===== config.mk =====
export PLATFORM = sky130hd
export DESIGN_NAME = mdio_mgmt_ctrl
export DESIGN_NICKNAME = d
export VERILOG_FILES = /design/src/rtl/mdio_pkg.sv /design/src/rtl/mdio_clkgen.sv /design/src/rtl/mdio_frame_engine.sv /design/src/rtl/mdio_regs.sv /design/src/rtl/mdio_mgmt_ctrl.sv
export SDC_FILE = /design/constraint.sdc
export NUM_CORES = 1
export LEC_CHECK = 0
export BUFFER_PORTS_ARGS = -buffer_cell sky130_fd_sc_hd__buf_2
export CAP_MARGIN = 30
export CORE_MARGIN = 2
export CORE_UTILIZATION = 66
export CTS_BUF_LIST = sky130_fd_sc_hd__clkbuf_4 sky130_fd_sc_hd__clkbuf_8
export DETAILED_ROUTE_END_ITERATION = 7
export MAX_ROUTING_LAYER = met4
export PLACE_DENSITY = 0.87
export SLEW_MARGIN = 40
export SYNTH_ARGS = -nofsm -noshare
export SYNTH_HDL_FRONTEND = slang
export SYNTH_SLANG_ARGS = --single-unit

===== constraint.sdc =====
create_clock -name clk -period 5.9 [get_ports clk]
set_input_delay 0.295 -clock clk [delete_from_list [all_inputs] [get_ports clk]]
set_output_delay 0.295 -clock clk [all_outputs]
set_load 0.005 [all_outputs]

===== src/rtl/mdio_pkg.sv =====
// Package: shared types and register offsets for the MDIO management controller.
// Assumes a word-addressed register port with four locations.
package mdio_pkg;
    typedef enum logic [1:0] {
        OP_ADDR  = 2'd0,
        OP_WRITE = 2'd1,
        OP_READ  = 2'd2
    } mdio_op_e;

    localparam logic [1:0] OFS_CFG  = 2'd0;
    localparam logic [1:0] OFS_CTRL = 2'd1;
    localparam logic [1:0] OFS_DATA = 2'd2;
    localparam logic [1:0] OFS_ADDR = 2'd3;

    localparam int CTRL_RD_BIT   = 15;
    localparam int CFG_MODE_BIT  = 0;
    localparam int CFG_BUSY_BIT  = 1;
    localparam int CFG_ERR_BIT   = 2;
    localparam int CFG_DIV_LSB   = 8;
    localparam int DATA_BUSY_BIT = 31;
endpackage


===== src/rtl/mdio_clkgen.sv =====
// Module: MDC generator. The half-period is DIV system clocks, and DIV = 0 stops MDC low.
// It gives single-cycle tick strobes on the system-clock edge where MDC rises or falls.
// Assumes the divider may change at any time and takes effect on the next compare.
module mdio_clkgen #(
    parameter int DIV_W = 9
) (
    input  logic             clk,
    input  logic             rst_n,
    input  logic [DIV_W-1:0] div,
    output logic             mdc,
    output logic             rise_tick,
    output logic             fall_tick
);
    logic [DIV_W-1:0] cnt;
    logic             wrap;

    // The half-period ends once the count reaches the divider.
    assign wrap      = (div != '0) && (cnt >= div - 1'b1);
    assign rise_tick = wrap && !mdc;
    assign fall_tick = wrap && mdc;

    // The counter and the MDC toggle flop.
    always_ff @(posedge clk) begin
        if (!rst_n) begin
            cnt <= '0;
            mdc <= 1'b0;
        end else if (div == '0) begin
            cnt <= '0;
            mdc <= 1'b0;
        end else if (wrap) begin
            cnt <= '0;
            mdc <= ~mdc;
        end else begin
            cnt <= cnt + 1'b1;
        end
    end
endmodule


===== src/rtl/mdio_frame_engine.sv =====
// Module: the frame serializer and deserializer. It loads a whole frame on start,
// shifts one bit out on each MDC fall and samples read data on each MDC rise.
// It stays busy one MDC period past the final bit.
// Assumes start is only pulsed while idle.
module mdio_frame_engine #(
    parameter int PRE_BITS = 32
) (
    input  logic               clk,
    input  logic               rst_n,
    input  logic               start,
    input  mdio_pkg::mdio_op_e op,
    input  logic               c45,
    input  logic [4:0]         port,
    input  logic [4:0]         dev,
    input  logic [15:0]        wdata,
    input  logic               fall_tick,
    input  logic               rise_tick,
    input  logic               mdio_i,
    output logic               busy,
    output mdio_pkg::mdio_op_e cur_op,
    output logic               done,
    output logic               mdio_o,
    output logic               mdio_oe,
    output logic [15:0]        rdata,
    output logic               rd_err
);
    import mdio_pkg::*;

    localparam int FRAME_BITS = PRE_BITS + 32;
    localparam int IDX_W      = $clog2(FRAME_BITS);
    localparam int LAST_POS   = FRAME_BITS - 1;
    localparam int TA_POS     = PRE_BITS + 14;
    localparam int TA2_POS    = PRE_BITS + 15;
    localparam int DATA_POS   = PRE_BITS + 16;

    typedef enum logic [1:0] {PH_IDLE, PH_WAIT, PH_SHIFT, PH_TAIL} phase_e;

    phase_e                phase;
    logic [FRAME_BITS-1:0] shreg;
    logic [IDX_W-1:0]      idx;
    logic [IDX_W-1:0]      idx_nxt;

    // Builds the full bit image of a frame, first bit at the MSB.
    function automatic logic [FRAME_BITS-1:0] build_frame(
        input mdio_op_e   f_op,
        input logic       f_c45,
        input logic [4:0] f_port,
        input logic [4:0] f_dev,
        input logic [15:0] f_data
    );
        logic [1:0]  st;
        logic [1:0]  opc;
        logic [15:0] body;
        st = f_c45 ? 2'b00 : 2'b01;
        case (f_op)
            OP_ADDR:  opc = 2'b00;
            OP_WRITE: opc = 2'b01;
            default:  opc = f_c45 ? 2'b11 : 2'b10;
        endcase
        body = (f_op == OP_READ) ? 16'hFFFF : f_data;
        return {{PRE_BITS{1'b1}}, st, opc, f_port, f_dev, 2'b10, body};
    endfunction

    assign busy    = (phase != PH_IDLE);
    assign done    = (phase == PH_TAIL) && fall_tick;
    assign idx_nxt = idx + 1'b1;

    // Frame sequencing: load, shift out on falls, sample on rises, then a tail period.
    always_ff @(posedge clk) begin
        if (!rst_n) begin
            phase   <= PH_IDLE;
            shreg   <= '0;
            idx     <= '0;
            cur_op  <= OP_ADDR;
            mdio_o  <= 1'b1;
            mdio_oe <= 1'b0;
            rdata   <= '0;
            rd_err  <= 1'b0;
        end else begin
            case (phase)
                PH_IDLE: begin
                    if (start) begin
                        shreg  <= build_frame(op, c45, port, dev, wdata);
                        cur_op <= op;
                        phase  <= PH_WAIT;
                        if (op == OP_READ) begin
                            rd_err <= 1'b0;
                        end
                    end
                end
                PH_WAIT: begin
                    if (fall_tick) begin
                        mdio_o  <= shreg[FRAME_BITS-1];
                        mdio_oe <= 1'b1;
                        shreg   <= shreg << 1;
                        idx     <= '0;
                        phase   <= PH_SHIFT;
                    end
                end
                PH_SHIFT: begin
                    if (fall_tick) begin
                        if (idx == IDX_W'(LAST_POS)) begin
                            mdio_oe <= 1'b0;
                            mdio_o  <= 1'b1;
                            phase   <= PH_TAIL;
                        end else begin
                            idx     <= idx_nxt;
                            mdio_o  <= shreg[FRAME_BITS-1];
                            shreg   <= shreg << 1;
                            mdio_oe <= !((cur_op == OP_READ) && (idx_nxt >= IDX_W'(TA_POS)));
                        end
                    end else if (rise_tick && (cur_op == OP_READ)) begin
                        if (idx == IDX_W'(TA2_POS)) begin
                            rd_err <= mdio_i;
                        end
                        if (idx >= IDX_W'(DATA_POS)) begin
                            rdata <= {rdata[14:0], mdio_i};
                        end
                    end
                end
                default: begin
                    if (fall_tick) begin
                        phase <= PH_IDLE;
                    end
                end
            endcase
        end
    end
endmodule


===== src/rtl/mdio_regs.sv =====
// Module: the register file and command decoder. It stores the configuration,
// control, address and data registers, launches frames on command writes while
// idle, and returns registered read data one cycle after a read request.
// Assumes DIV_W <= 24 so that the divider fits above bit 8.
module mdio_regs #(
    parameter int DIV_W = 9
) (
    input  logic               clk,
    input  logic               rst_n,
    input  logic               req_valid,
    input  logic               req_write,
    input  logic [1:0]         req_addr,
    input  logic [31:0]        req_wdata,
    output logic               rsp_valid,
    output logic [31:0]        rsp_rdata,
    input  logic               eng_busy,
    input  mdio_pkg::mdio_op_e eng_op,
    input  logic               eng_done,
    input  logic [15:0]        eng_rdata,
    input  logic               eng_rd_err,
    output logic               start,
    output mdio_pkg::mdio_op_e start_op,
    output logic               c45,
    output logic [4:0]         start_port,
    output logic [4:0]         start_dev,
    output logic [15:0]        start_data,
    output logic [DIV_W-1:0]   div,
    output logic               err_flag
);
    import mdio_pkg::*;

    logic        wr_en;
    logic        go_addr;
    logic        go_wr;
    logic        go_rd;
    logic [4:0]  port_q;
    logic [4:0]  dev_q;
    logic [15:0] regaddr_q;
    logic [15:0] data_q;
    logic        bus_busy;
    logic        data_busy;
    logic [31:0] rd_mux;

    // Decode the command writes, which are accepted only while the bus is idle.
    assign wr_en   = req_valid && req_write;
    assign go_addr = wr_en && (req_addr == OFS_ADDR) && c45 && !eng_busy;
    assign go_wr   = wr_en && (req_addr == OFS_DATA) && !eng_busy;
    assign go_rd   = wr_en && (req_addr == OFS_CTRL) && req_wdata[CTRL_RD_BIT] && !eng_busy;

    assign start      = go_addr || go_wr || go_rd;
    assign start_op   = go_addr ? OP_ADDR : (go_wr ? OP_WRITE : OP_READ);
    assign start_port = go_rd ? req_wdata[9:5] : port_q;
    assign start_dev  = go_rd ? req_wdata[4:0] : dev_q;
    assign start_data = req_wdata[15:0];

    assign bus_busy  = eng_busy && (eng_op == OP_ADDR);
    assign data_busy = eng_busy && (eng_op != OP_ADDR);

    // Register storage and capture of the read result.
    always_ff @(posedge clk) begin
        if (!rst_n) begin
            c45       <= 1'b0;
            div       <= '0;
            port_q    <= '0;
            dev_q     <= '0;
            regaddr_q <= '0;
            data_q    <= '0;
            err_flag  <= 1'b0;
        end else begin
            if (wr_en && (req_addr == OFS_CFG)) begin
                c45 <= req_wdata[CFG_MODE_BIT];
                div <= req_wdata[CFG_DIV_LSB +: DIV_W];
            end
            if (wr_en && !eng_busy) begin
                if (req_addr == OFS_CTRL) begin
                    port_q <= req_wdata[9:5];
                    dev_q  <= req_wdata[4:0];
                end
                if (req_addr == OFS_ADDR) begin
                    regaddr_q <= req_wdata[15:0];
                end
                if (req_addr == OFS_DATA) begin
                    data_q <= req_wdata[15:0];
                end
            end
            if (go_rd) begin
                err_flag <= 1'b0;
            end else if (eng_done && (eng_op == OP_READ)) begin
                err_flag <= eng_rd_err;
                data_q   <= eng_rdata;
            end
        end
    end

    // Read data multiplexer.
    always_comb begin
        rd_mux = '0;
        case (req_addr)
            OFS_CFG: begin
                rd_mux[CFG_MODE_BIT]            = c45;
                rd_mux[CFG_BUSY_BIT]            = bus_busy;
                rd_mux[CFG_ERR_BIT]             = err_flag;
                rd_mux[CFG_DIV_LSB +: DIV_W]    = div;
            end
            OFS_CTRL: rd_mux[9:0] = {port_q, dev_q};
            OFS_DATA: begin
                rd_mux[15:0]          = data_q;
                rd_mux[DATA_BUSY_BIT] = data_busy;
            end
            default:  rd_mux[15:0] = regaddr_q;
        endcase
    end

    // Registered read response.
    always_ff @(posedge clk) begin
        if (!rst_n) begin
            rsp_valid <= 1'b0;
            rsp_rdata <= '0;
        end else begin
            rsp_valid <= req_valid && !req_write;
            rsp_rdata <= (req_valid && !req_write) ? rd_mux : rsp_rdata;
        end
    end
endmodule


===== src/rtl/mdio_mgmt_ctrl.sv =====
// Module: top of the MDIO management controller. It joins the register file,
// the MDC divider and the frame engine.
// Assumes an external tri-state buffer built from mdio_o and mdio_oe, with a pull-up.
module mdio_mgmt_ctrl #(
    parameter int DIV_W    = 9,
    parameter int PRE_BITS = 32
) (
    input  logic        clk,
    input  logic        rst_n,
    input  logic        req_valid,
    output logic        req_ready,
    input  logic        req_write,
    input  logic [1:0]  req_addr,
    input  logic [31:0] req_wdata,
    output logic        rsp_valid,
    output logic [31:0] rsp_rdata,
    output logic        mdc,
    output logic        mdio_o,
    output logic        mdio_oe,
    input  logic        mdio_i
);
    import mdio_pkg::*;

    logic             eng_busy;
    mdio_op_e         eng_op;
    logic             eng_done;
    logic [15:0]      eng_rdata;
    logic             eng_rd_err;
    logic             start;
    mdio_op_e         start_op;
    logic             c45;
    logic [4:0]       start_port;
    logic [4:0]       start_dev;
    logic [15:0]      start_data;
    logic [DIV_W-1:0] cfg_div;
    logic             stat_rderr;
    logic             rise_tick;
    logic             fall_tick;

    assign req_ready = 1'b1;

    mdio_regs #(.DIV_W(DIV_W)) u_regs (
        .clk        (clk),
        .rst_n      (rst_n),
        .req_valid  (req_valid),
        .req_write  (req_write),
        .req_addr   (req_addr),
        .req_wdata  (req_wdata),
        .rsp_valid  (rsp_valid),
        .rsp_rdata  (rsp_rdata),
        .eng_busy   (eng_busy),
        .eng_op     (eng_op),
        .eng_done   (eng_done),
        .eng_rdata  (eng_rdata),
        .eng_rd_err (eng_rd_err),
        .start      (start),
        .start_op   (start_op),
        .c45        (c45),
        .start_port (start_port),
        .start_dev  (start_dev),
        .start_data (start_data),
        .div        (cfg_div),
        .err_flag   (stat_rderr)
    );

    mdio_clkgen #(.DIV_W(DIV_W)) u_clk (
        .clk       (clk),
        .rst_n     (rst_n),
        .div       (cfg_div),
        .mdc       (mdc),
        .rise_tick (rise_tick),
        .fall_tick (fall_tick)
    );

    mdio_frame_engine #(.PRE_BITS(PRE_BITS)) u_eng (
        .clk       (clk),
        .rst_n     (rst_n),
        .start     (start),
        .op        (start_op),
        .c45       (c45),
        .port      (start_port),
        .dev       (start_dev),
        .wdata     (start_data),
        .fall_tick (fall_tick),
        .rise_tick (rise_tick),
        .mdio_i    (mdio_i),
        .busy      (eng_busy),
        .cur_op    (eng_op),
        .done      (eng_done),
        .mdio_o    (mdio_o),
        .mdio_oe   (mdio_oe),
        .rdata     (eng_rdata),
        .rd_err    (eng_rd_err)
    );
endmodule


### After elaboration in Yosys (flattened, before gate mapping)

Index checks and enable logic that the tools add are counted.

| operators by class | value |
|---|---|
| add/subtract/negate cells | 3 |
| magnitude comparators | 3 |
| equal/unequal tests | 20 |
| muxes and demuxes | 47 |
| bitwise gates (word level) | 3 |
| reductions and logical operators | 51 |

Operators by type and width:

| kind | number |
|---|---|
| $mux 64 | 4 |
| $pmux 64 s3 | 1 |
| $mux 16 | 5 |
| $logic_and 1x1->1 | 21 |
| $mux 6 | 3 |
| $pmux 6 s3 | 1 |
| $mux 1 | 15 |
| $pmux 5 s3 | 1 |
| $mux 2 | 7 |
| $eq 2x2->1 const B | 6 |
| $eq 6x6->1 const B | 2 |
| $ge 6x6->1 const B | 2 |
| $ne 2x1->1 const B | 6 |
| $pmux 2 s3 | 2 |
| $pmux 6 s2 | 1 |
| $mux 5 | 2 |
| $reduce_and 5->1 | 2 |
| $reduce_bool 2->1 | 5 |
| $add 9x1->9 const B | 1 |
| $ge 9x9->1 | 1 |
| $logic_not 9->1 | 1 |
| $pmux 3 s3 | 1 |
| $reduce_bool 9->1 | 1 |
| $sub 9x1->9 const B | 1 |
| other kinds (16) | 35 |

| word-level totals | value |
|---|---|
| register bits | 175 |
| input bits | 39 |
| output and inout port bits | 37 |
| logic and storage cells | 146 |

### Longest topological paths before layout

Gate-level depths: netlist (run 1).

| depth | value |
|---|---|
| depth in word-level cells | 9 |
| depth in mapped cells | 13 |

### Modules after synthesis

A second synthesis (run 1) with hierarchy kept.

| second synthesis, totals | value |
|---|---|
| cell total of the unflattened synthesis | 1023 |
| area, all modules | 8808.4 sq um |

Modules (own cells, without submodules):

| module | instances | cells an instance | area an instance (sq um) |
|---|---|---|---|
| mdio_frame_engine | 1 | 515 | 4383.0 |
| mdio_regs | 1 | 420 | 3657.3 |
| mdio_clkgen | 1 | 86 | 757.0 |
| mdio_mgmt_ctrl | 1 | 2 | 11.3 |

### Worst setup path after synthesis (run 1)

No wires, ideal clock.

| timing path | value |
|---|---|
| kind | register -> register |
| start | register u_regs.div[2] |
| end | register u_eng.idx[4] |
| library setup time | 0.091 ns |
| arrival | 2.669 ns |
| required time | 5.809 ns |
| slack | 3.140 ns |
| cell stages (with the launch flop) | 13 |
| buffers on the path | 1 |
| period minus slack after synthesis | 2.760 ns |
| cell sequence | dfxtp_1 -> nor2_1 -> nand3_1 -> nor4_1 -> xnor2_1 -> ha_1 -> nand2_1 -> o21ai_1 -> a31oi_1 -> o21ai_1 -> clkbuf_1 -> a31oi_1 -> a311oi_1 |

| between the ends | value |
|---|---|
| word-level cells in the longest chain between the ends | 6 |
| elaborated cells on any way between the ends | 8 |
| classes of those cells | add/sub (1); order compare (1); eq/ne (2); reduce/logical (4) |

RTL lines:

| element | RTL line | text |
|---|---|---|
| from (decl) | mdio_regs.sv:27 | `output logic [DIV_W-1:0] div,` |
| from (signal assigned) | mdio_regs.sv:72 | `div <= req_wdata[CFG_DIV_LSB +: DIV_W];` |
| $sub 9x1->9 | mdio_clkgen.sv:18 | `assign wrap = (div != '0) && (cnt >= div - 1'b1);` |
| $ge 9x9->1 | mdio_clkgen.sv:18 |  |
| $logic_and 1x1->1 * | mdio_clkgen.sv:18 |  |
| $logic_and 1x1->1 * | mdio_clkgen.sv:20 | `assign fall_tick = wrap && mdc;` |
| $ne 2x1->1 (no source line) | n/a |  |
| $reduce_and 4->1 (no source line) * | n/a |  |
| to (signal assigned) | mdio_frame_engine.sv:107 | `idx <= idx_nxt;` |
| to (decl) | mdio_frame_engine.sv:40 | `logic [IDX_W-1:0] idx;` |

Mark *: on every way between the ends. The rest lies on a longest branch, timed or not.
A chain may end at the register's enable or synchronous reset.

### Worst setup path after layout (run 1)

| timing path | value |
|---|---|
| start | register u_regs.div[2] |
| end | register u_eng.shreg[7] |

| between the ends | value |
|---|---|
| word-level cells in the longest chain between the ends | 6 |
| elaborated cells on any way between the ends | 8 |
| classes of those cells | add/sub (1); order compare (1); eq/ne (2); reduce/logical (4) |

RTL lines:

| element | RTL line | text |
|---|---|---|
| $sub 9x1->9 | mdio_clkgen.sv:18 |  |
| $ge 9x9->1 | mdio_clkgen.sv:18 |  |
| $logic_and 1x1->1 * | mdio_clkgen.sv:18 |  |
| $logic_and 1x1->1 * | mdio_clkgen.sv:20 |  |
| $ne 2x1->1 (no source line) | n/a |  |
| $reduce_and 5->1 (no source line) * | n/a |  |
| to (signal assigned) | mdio_frame_engine.sv:83 | `shreg <= build_frame(op, c45, port, dev, wdata);` |
| to (signal assigned) | mdio_frame_engine.sv:95 | `shreg <= shreg << 1;` |
| to (signal assigned) | mdio_frame_engine.sv:109 | `shreg <= shreg << 1;` |
| to (decl) | mdio_frame_engine.sv:39 | `logic [FRAME_BITS-1:0] shreg;` |

Marked as above.

==> results of run 1 <==
[layout make-up]
cell class | count | area share
Multi-Input combinational cell | 656 | 0.474
Timing Repair Buffer | 57 | 0.0393
Tap cell | 168 | 0.0240
Clock inverter | 11 | 0.0123
Inverter | 42 | 0.0183
Clock buffer | 21 | 0.0316
Sequential cell | 175 | 0.400
[metal layers]
layer	routed length (um)	part of all wire	vias to the layer above
li1	-	-	3326
met1	8240	0.45	3303
met2	8630	0.47	255
met3	1180	0.064	28
met4	329	0.018	0
met5	0	0	-
[state kept, by name, summed over array words and instances (netlist names), 2 cells and up]
name	count
u_eng.rdata	16
u_eng.idx	6
u_regs.data_q	16
u_regs.div	9
u_eng.phase	2
u_eng.cur_op	2
u_regs.dev_q	5
u_eng.shreg	64
u_regs.port_q	5
u_regs.rsp_rdata	18
u_clk.cnt	9
u_regs.regaddr_q	16
[metrics by stage]
step           instance area, um^2  worst slack (ps)  cells  total power (W)
2_1_floorplan                 8230              3140    958          0.00210
3_3_place_gp                  8330              2030   1096          0.00220
3_5_place_dp                  8350              1970   1097          0.00224
4_1_cts                       8730              1940   1129          0.00304
5_1_grt                       8760              1830   1130          0.00321
6_report                      8760              2150   1130          0.00306
[critical path: stages (launching register included)]
cell and delay (ps):
dfxtp_1 370, nor2_1 340, nand3_1 150, nor4_1 240, xnor2_1 130, ha_1 300, nand2_1 50, o21ai_1 440
a31oi_1 240, o21a_2 230, nor2_4 270, clkbuf_16 260, buf_4 360, mux2i_1 240
[cell families after synthesis]
group	count (synthesis)
AND/OR/NAND/NOR	305
AO/OA/AOI/OAI	223
flip-flops	175
buffers and inverters	127
multiplexers	79
adder cells (fa/ha/maj)	18
XOR/XNOR	16
other	2
[synthesized netlist by cell type, drive strengths merged (2+ instances only)]
cell     instances
a31oi            5
o211ai           2
mux2            11
a211oi          17
or3              3
clkbuf          50
nor3            18
nor2            66
a221oi          11
nor4             3
a21oi           90
conb             2
xnor2            7
o21ai           36
o221ai          16
o2111ai          2
nand4           13
xor2             9
mux4             5
inv             41
and2             3
nand4b           3
mux2i           63
buf             35
nand2b           8
ha              18
nor3b            2
a311oi          34
nand3           24
a21o             2
nor2b            3
nand2          147
dfxtp          175
o21bai           2
and3            11
[power breakdown]
| part | internal (W) | total [W] | switching [W] |
|---|---|---|---|
| Combinational | 0.000306 | 0.000808 | 0.000502 |
| Sequential | 0.00135 | 0.00144 | 0.0000911 |
| Clock | 0.000371 | 0.000811 | 0.000440 |
| Total | 0.00203 | 0.00306 | 0.00103 |
[worst paths after layout]
kind	endpoint	cells past startpoint	from
setup / recovery	u_eng.shreg[7]$_SDFFE_PN0P_	13	u_regs.div[2]$_SDFFE_PN0P_
hold / removal	u_regs.div[8]$_SDFFE_PN0P_	3	req_wdata[16]
setup reg to reg	u_eng.shreg[7]$_SDFFE_PN0P_	13	u_regs.div[2]$_SDFFE_PN0P_
hold reg to reg	u_regs.rsp_rdata[2]$_SDFFE_PN0P_	2	u_regs.rsp_rdata[2]$_SDFFE_PN0P_
==> flow_summary.yaml, run 1 <==
pwr:
  powerDensity_nw_per_um2: 349
  peakVddDrop_uv: 215
  p_leak_nw: 3.38
timing:
  holdWs_ps: 93.7
  skew_ps: 10.1
  period_minus_slack_ps: 3750
  grt_setup_unrepaired: "false"
  period_share: 0.635
  hold_violations: 0
  setup_viol: 0
  max_freq_mhz: 267
  maxSlewViolCount: 0
  slew_headroom: 0.475
  setup_tns_ps: 0
  tightest_slew_ps: 787
clock_network:
  numCtsBuffers: 17
  ctsHoldBuffers: 0
  htreeDepth: 4
  cts_setup_buffers: 0
  clk_path_buf_depth: 2
  clk_pin_slew_ps: 90
  post_cts_resized: 0
  tritoncts: "done"
  root_buffer: "clkbuf_8"
  cts_sinks: 175
  clock_latency_ps: 460
global_routing:
  first_global_vias: 6169
  grt_busiest_layer: "met2"
  gr-usage-met2: 0.438
  grt_overflow: 0
  use_met1: 0.395
  antenna_found_initial: 0
  met3_usage: 0.0638
  grt_max_degree: 91
  grt_pass1_wl_um: 30100
  grt_use_total: 0.291
yosys:
  yosys.area.top_type: "dfxtp_1"
  synthAdderAreaFrac: 0.0275
  synth_ff_type: "dfxtp_1"
  synth-simple-area-share: 0.172
  async_flop_share: 0
  synthCells: 945
  yosysSeqAreaShare: 0.428
  synth_compound_area_frac: 0.176
  synth_top_family_by_area: "compound AO/OA/AOI/OAI gates"
  synth_edf_count: 0
  ys_ff_latch: 175
  synth_area_leaders: "dfxtp_1, mux2i_1, nand2_1, a21oi_1, a311oi_1"
  synth_mux_area_frac: 0.106
  yosys.area_share.xor_xnor: 0.0171
  ys.warnings.count: 0
  synth_top_area_frac: 0.428
  synth_area_um2: 8180
  ys_types: 56
  syn_avg_cell_area_um2: 8.66
cells_and_area:
  drive_gt1_frac: 0.126
  multiInputGateArea_um2: 4160
  nFillCells: 932
  finalNetCount: 1006
  antennaDiodeCount: 0
  final-seq-area_um2: 3500
  area_growth_pct: 7.00
  layout_commonest_cell: "dfxtp_1"
  layout_common_cells: "dfxtp_1, nand2_1, a21oi_1"
  fin_util: 0.726
route:
  drc: 0
  via_per_inst: 6.12
  ant_nets: 0
  wl_per_cell_um: 16.3
  routed_wl_um: 18400
  drtIter0Drc: 723
  vias: 6912
  drtPass1Iterations: 6
floorplanning:
  core_um2: 12100
  rows: 40
  die_area_um2: 13300
  die_y_um: 115
  io_pins: 76
  die_w_um: 115
  start_util: 0.679
setup_path:
  worst-setup-path-type: "flip-flop to flip-flop"
  worstPathMaxFanout: 28
  critPathLaunchType: "flip-flop"
  end_kind: "flip-flop"
  critPathRequiredTime_ps: 6280
  arrival_ps: 4130
  reg2reg_slack_ps: 2150
placed_design:
  globalplace.congestion: 0.906
  dp_hpwl_um: 12000
  port_buffers: 45
run_status:
  status: "complete, no violations"
job:
  maxCapViolations: 0
worst_hold_path:
  hold_class: "input pin to flip-flop"
(Power assumes the default switching activity.)
==> run 2: changes to the inputs <==
Settings changed: ABC_AREA set to 1, CORE_UTILIZATION 66 to 62, PLACE_DENSITY 0.87 to 0.83.
Clock period 5.9 ns to 3.8 ns, I/O delays scaled along.
==> run 2 against run 1 <==
Against the previous run: clock skew is 1.7 ps higher; synthesized cell count is 28% higher; via count is 10% higher; sequential power is 67% higher; sequential cell count stayed put; area after synthesis is 2.3% higher; cell count is 25% higher; clock power is 60% higher; highest routed layer unchanged.
==> flow_summary.yaml, run 2 <==
timing:
  setup_ws_ps: 793
  maxSlewViolCount: 0
  slew_headroom: 0.526
  skew_ps: 11.8
  setup_tns_ps: 0
  period_share: 0.791
  setup_viol: 0
  hold_violations: 0
  grt_setup_unrepaired: "false"
  holdWs_ps: 50.8
  max_freq_mhz: 333
  tightest_slew_ps: 710
  period_minus_slack_ps: 3010
global_routing:
  grt_overflow: 0
  antenna_found_initial: 0
  grt_pass1_wl_um: 32100
  grt_use_total: 0.281
  grt_max_degree: 100
  first_global_vias: 6796
cells_and_area:
  layout_commonest_cell: "nor2_1"
  drive_gt1_frac: 0.0942
  antennaDiodeCount: 0
  largest_reg_flops: 64
  finalNetCount: 1275
  largest_register: "u_eng.shreg"
  fin_util: 0.683
  area_growth_pct: 7.68
  top_regs: "u_eng.shreg: 64 flops, u_regs.rsp_rdata: 18 flops"
  final_area_um2: 9010
  layout_common_cells: "nor2_1, nand2_1, dfxtp_1"
yosys:
  syn_avg_cell_area_um2: 6.92
  synth_top_area_frac: 0.419
  ys_types: 42
  async_flop_share: 0
  yosys.area.top_type: "dfxtp_1"
  yosysSeqAreaShare: 0.419
  synth_area_leaders: "dfxtp_1, nor2_1, nand2_1, o21ai_0, nand3_1"
  ys.warnings.count: 0
  synth_ff_type: "dfxtp_1"
  synth_edf_count: 0
  synthCells: 1210
  synth.most_common_cell: "nor2_1"
  synth.top_cells.by_count: "nor2_1, nand2_1, dfxtp_1"
  ys_ff_latch: 175
  synth_area_um2: 8370
floorplanning:
  die_area_um2: 14400
  start_util: 0.635
  die_w_um: 120
  core_um2: 13200
  die_y_um: 120
  rows: 42
  io_pins: 76
setup_path:
  arrival_ps: 3370
  worst-setup-path-type: "flip-flop to flip-flop"
  end_kind: "flip-flop"
  reg2reg_slack_ps: 790
  critPathRequiredTime_ps: 4170
  max_stage_delay_ps: 550
  worstPathMaxFanout: 25
  r2r_start: "u_regs.div[0]$_SDFFE_PN0P_"
  rr_endpoint: "u_eng.shreg[41]$_SDFFE_PN0P_"
  critPathLaunchType: "flip-flop"
  reg2regPathDepth: 16
  critPathBufInv: 2
  critPathSlowestCell: "a21oi_4"
  cp_cell_sequence: "inv_1, ha_1, nand2_1, nor2_1, xor2_1, ha_1, nand2_1, nor2_1, nand3_1, nand3_2, nand3_4, a21oi_4, buf_12, nand3_1, nand2_1, nor2_1"
  cp_top_family: "simple AND/OR/NAND/NOR gates"
placed_design:
  placedInstanceArea_um2: 8600
  dp_hpwl_um: 12600
  globalplace.congestion: 0.845
  port_buffers: 45
  pre_cts_ws_ps: 834
route:
  vias: 7632
  routed_wl_um: 19500
  via_per_inst: 5.42
  drtIter0Drc: 727
  wl_per_cell_um: 13.9
  drtPass1Iterations: 6
  ant_nets: 0
  drc: 0
pwr:
  peakVddDrop_uv: 483
  p_leak_nw: 3.98
  powerDensity_nw_per_um2: 682
run_status:
  status: "complete, no violations"
clock_network:
  cts_setup_buffers: 0
  numCtsBuffers: 17
  clk_pin_slew_ps: 90
  clk_path_buf_depth: 2
  htreeDepth: 4
  tritoncts: "done"
  post_cts_resized: 0
  root_buffer: "clkbuf_8"
  cts_sinks: 175
  clock_latency_ps: 460
worst_hold_path:
  hold_depth: 3
  hold_class: "input pin to flip-flop"
  min_to: "u_regs.c45$_SDFFE_PN0P_"
  min_from: "req_wdata[0]"
job:
  maxCapViolations: 0
## run 2: cell types whose count changed in the layout (fill, tap and decap cells not counted), sizes merged, moves of 15 or more
cell / previous run / this run
nor2: 66 / 279
nand2: 147 / 227
o21ai: 36 / 107
nand3: 24 / 90
mux2i: 63 / 7
inv: 45 / 83
a311oi: 34 / 0
a211oi: 17 / 0
o221ai: 16 / 0
nor3: 18 / 3
## run 2: power by group
part           leakage, nW  switching, W  internal (W)
Sequential            1.43      0.000194       0.00221
Combinational         2.36       0.00160      0.000840
Clock                0.194      0.000687      0.000618
Total                 3.98       0.00248       0.00367
## run 2: layer usage
metal | vias to the layer above | GRT usage | share of wire
li1 | 3880 | - | -
met1 | 3498 | 0.351 | 0.44
met2 | 221 | 0.461 | 0.48
met3 | 33 | 0.0514 | 0.051
met4 | 0 | 0.101 | 0.025
met5 | - | - | 0
## run 2: area by class of cell
class | instances | area [um^2]
multi-input combinational | 881 | 4190
clock buffer | 19 | 262
sequential | 175 | 3500
inverter | 84 | 315
timing repair buffer | 59 | 389
fill | 1150 | 4180
clock inverter | 13 | 136
tap | 176 | 220
## run 2: what timing repair did
| action | in CTS | in global routing |
|---|---|---|
| hold buffers | 1 | 0 |
| endpoints found under the hold margin | 1 | 0 |
| setup endpoints to repair | 0 | 0 |
## run 2: tightest hold or removal path, delay by kind of cell
kind	cells	cell delay [ps]
AOI/OAI and AO/OA	1	60
buffers and inverters	2	220
## run 2: logic make-up (layout without fill, tap and decap cells)
group	count (synthesis)	in the layout	share of synthesized area
compound gates	217	217	0.140
xor+xnor	15	15	0.0157
fa+ha+maj	18	18	0.0269
buf+inv	167	175	0.0897
flops	175	175	0.419
mux	7	7	0.00837
other cells	2	15	0.000897
simple gates	609	609	0.300
## run 2: worst max path at each step
stage                              endpoint                        from  cells after the start
5_1_grt        u_eng.shreg[39]$_SDFFE_PN0P_  u_regs.div[2]$_SDFFE_PN0P_                     17
2_1_floorplan  u_regs.data_q[10]$_SDFF_PN0_  u_regs.div[0]$_SDFFE_PN0P_                     18
6_report       u_eng.shreg[41]$_SDFFE_PN0P_  u_regs.div[0]$_SDFFE_PN0P_                     16
3_3_place_gp   u_eng.shreg[41]$_SDFFE_PN0P_  u_regs.div[0]$_SDFFE_PN0P_                     16
3_5_place_dp   u_eng.shreg[51]$_SDFFE_PN0P_  u_regs.div[0]$_SDFFE_PN0P_                     16
4_1_cts        u_eng.shreg[51]$_SDFFE_PN0P_  u_regs.div[0]$_SDFFE_PN0P_                     16
## run 2: metrics by stage
step           power (W)  cells
3_3_place_gp     0.00477   1374
6_report         0.00615   1407
5_1_grt          0.00662   1407
4_1_cts          0.00614   1407
3_5_place_dp     0.00485   1374
2_1_floorplan    0.00440   1223
==> run 3: changes to the inputs <==
Settings changed: CORE_UTILIZATION 62 to 56, PLACE_DENSITY 0.83 to 0.79.
Clock period 3.8 ns to 2.5 ns, I/O delays scaled along.
==> run 3 against run 2 <==
Against the previous run: clock skew is 11 ps higher; combinational power grew 130%; hold slack got worse by 19 ps; sequential share of layout area down 4.4 points; utilization increased by 1.3 points; total power grew 83%; count of clock-buffer cells in the layout shrank 2; fmax up 5.7%; highest routed layer unchanged; routed wire length up 19%; the flow now finishes with violations (negative setup slack); final area rose by 13%; first-iteration DRC count grew 50%; critical path type unchanged.
==> flow_summary.yaml, run 3 (synthesized netlist as in run 2, its figures left out) <==
worst_hold_path:
  hold_class: "input pin to flip-flop"
  hold_depth: 3
  min_to: "u_regs.div[3]$_SDFFE_PN0P_"
  min_from: "req_wdata[11]"
pwr:
  p_leak_nw: 4.55
  p_seq_frac: 0.325
  combPwrFrac: 0.493
  peakVddDrop_uv: 653
  powerDensity_nw_per_um2: 1110
  power.internal_w: 0.00676
  p_switching_w: 0.00452
  swShare: 0.401
  power_frac_clock: 0.182
route:
  ant_nets: 0
  wl_met1_um: 9640
  drtIter0Drc: 1091
  wl_per_cell_um: 15.5
  via_per_inst: 5.52
  dr_wl_met3_um: 1680
  vias: 8254
  dr_wl_met2_um: 11100
  routed_wl_um: 23200
  top_layer: "met4"
  drc: 0
  drtPass1Iterations: 7
setup_path:
  worstPathMaxFanout: 7
  critPathRequiredTime_ps: 2890
  rr_endpoint: "u_eng.shreg[7]$_SDFFE_PN0P_"
  reg2regPathDepth: 18
  reg2reg_slack_ps: -340
  r2r_start: "u_regs.div[2]$_SDFFE_PN0P_"
  worst-setup-path-type: "flip-flop to flip-flop"
  critPathLaunchType: "flip-flop"
  end_kind: "flip-flop"
  arrival_ps: 3230
floorplanning:
  rows: 44
  die_y_um: 126
  start_util: 0.574
  die_area_um2: 15900
  die_w_um: 126
  io_pins: 76
  core_um2: 14600
global_routing:
  grt_max_degree: 53
  first_global_vias: 7230
  grt_overflow: 0
  grt_pass1_wl_um: 35300
  grt_use_total: 0.282
  antenna_found_initial: 0
timing:
  grt_setup_unrepaired: "true"
  maxSlewViolCount: 0
  period_minus_slack_ps: 2840
  holdWs_ps: 31.4
  setup_viol: 102
  slew_headroom: 0.617
  max_freq_mhz: 352
  tightest_slew_ps: 574
  setup_ws_ps: -344
  skew_ps: 23.0
  setup_tns_ps: -24540
  period_share: 1.14
  hold_violations: 0
cells_and_area:
  area_growth_pct: 21.4
  finalNetCount: 1354
  final_area_um2: 10200
  layout_common_cells: "nor2_1, nand2_1, dfxtp_1"
  largest_reg_flops: 64
  layout_commonest_cell: "nor2_1"
  drive_gt1_frac: 0.176
  top_regs: "u_eng.shreg: 64 flops, u_regs.rsp_rdata: 18 flops"
  largest_register: "u_eng.shreg"
  fin_util: 0.697
  stdcell_count: 1494
  antennaDiodeCount: 0
clock_network:
  tritoncts: "done"
  cts_sinks: 175
  clock_latency_ps: 480
  root_buffer: "clkbuf_8"
  numCtsBuffers: 17
  htreeDepth: 4
  clk_pin_slew_ps: 110
  clk_path_buf_depth: 2
job:
  maxCapViolations: 0
run_status:
  status: "complete, but fails checks"
  violations: "negative setup slack"
placed_design:
  port_buffers: 45
  globalplace.congestion: 0.876
  placedInstanceArea_um2: 8910
  dp_hpwl_um: 13300
  placed_cells: 1419
run 3: cell count changes in the layout (fill, tap and decap cells not counted), moves of 7 or more:
cell | before | now
o21ai_0 | 106 | 94
nor2_2 | 4 | 14
buf_4 | 9 | 51
o21ai_1 | 1 | 11
nand2_2 | 2 | 11
nand2_1 | 224 | 212
nor2_1 | 270 | 258
dlygate4sd3_1 | 1 | 9
nand3_1 | 87 | 80
nand3_2 | 2 | 9
run 3: final cells by class:
class                   count  area (um^2)
clock inverters            15          170
inverters                  84          328
clock buffers              17          234
multi-input cells         882         4360
repair inverters            1         16.3
well taps                 184          230
fillers                  1130         4420
flip-flops and latches    175         3510
repair buffers            136         1330
run 3: how the worst max path moves through the flow:
stage	end	slack, ps	cells past startpoint	startpoint
after floorplan	u_eng.shreg[0]$_SDFFE_PN0P_	-20	16	u_regs.div[0]$_SDFFE_PN0P_
after global placement	u_regs.data_q[7]$_SDFF_PN0_	-120	17	u_regs.div[5]$_SDFFE_PN0P_
after detailed placement	u_eng.shreg[46]$_SDFFE_PN0P_	-170	16	u_regs.div[0]$_SDFFE_PN0P_
after CTS	u_eng.shreg[20]$_SDFFE_PN0P_	-130	19	u_regs.div[0]$_SDFFE_PN0P_
after global routing	u_eng.shreg[7]$_SDFFE_PN0P_	-510	19	u_regs.div[2]$_SDFFE_PN0P_
final	u_eng.shreg[7]$_SDFFE_PN0P_	-340	18	u_regs.div[2]$_SDFFE_PN0P_
run 3: repair_timing:
| action | 4_1_cts | 5_1_grt |
|---|---|---|
| hold endpoints to repair | 15 | 0 |
| hold buffers | 9 | 0 |
| endpoints found under the setup margin | 102 | 118 |
| buffers inserted | 15 | 5 |
| cloned | 6 | 8 |
| gates resized for setup | 48 | 40 |
| pin swaps | 7 | 17 |
run 3: power groups by stage:
stage	clock (W)	sequential, W	combinational [W]
3_3_place_gp	0	0.00368	0.00391
5_1_grt	0.00219	0.00372	0.00606
2_1_floorplan	0	0.00364	0.00305
3_5_place_dp	0	0.00370	0.00400
6_report	0.00206	0.00366	0.00556
4_1_cts	0.00207	0.00364	0.00476
run 3: metal layers:
| layer | up-vias | global-route usage |
|---|---|---|
| met1 | 3799 | 0.355 |
| li1 | 4065 | - |
| met3 | 64 | 0.0590 |
| met5 | - | - |
| met2 | 326 | 0.448 |
| met4 | 0 | 0.106 |
run 3: worst max-delay path, stage by stage, from the launching register on:
cell and delay [ps]:
dfxtp_2 340, nor2_1 110, nand2_1 90, buf_4 140, buf_4 120, xor2_1 140
ha_1 270, nand2_1 70, nor2_2 170, nand3_2 100, nand3_2 110, nand3_4 130
buf_6 160, a21boi_4 250, buf_12 200, buf_4 130, nand3_1 80, nand2_1 90
nor2_1 60
run 3: stage by stage:
step | setup WS [ps] | power, W
after CTS | -130 | 0.0105
after floorplan | -20.3 | 0.00669
after global placement | -124 | 0.00759
after detailed placement | -173 | 0.00770
after global routing | -514 | 0.0120
final | -344 | 0.0113
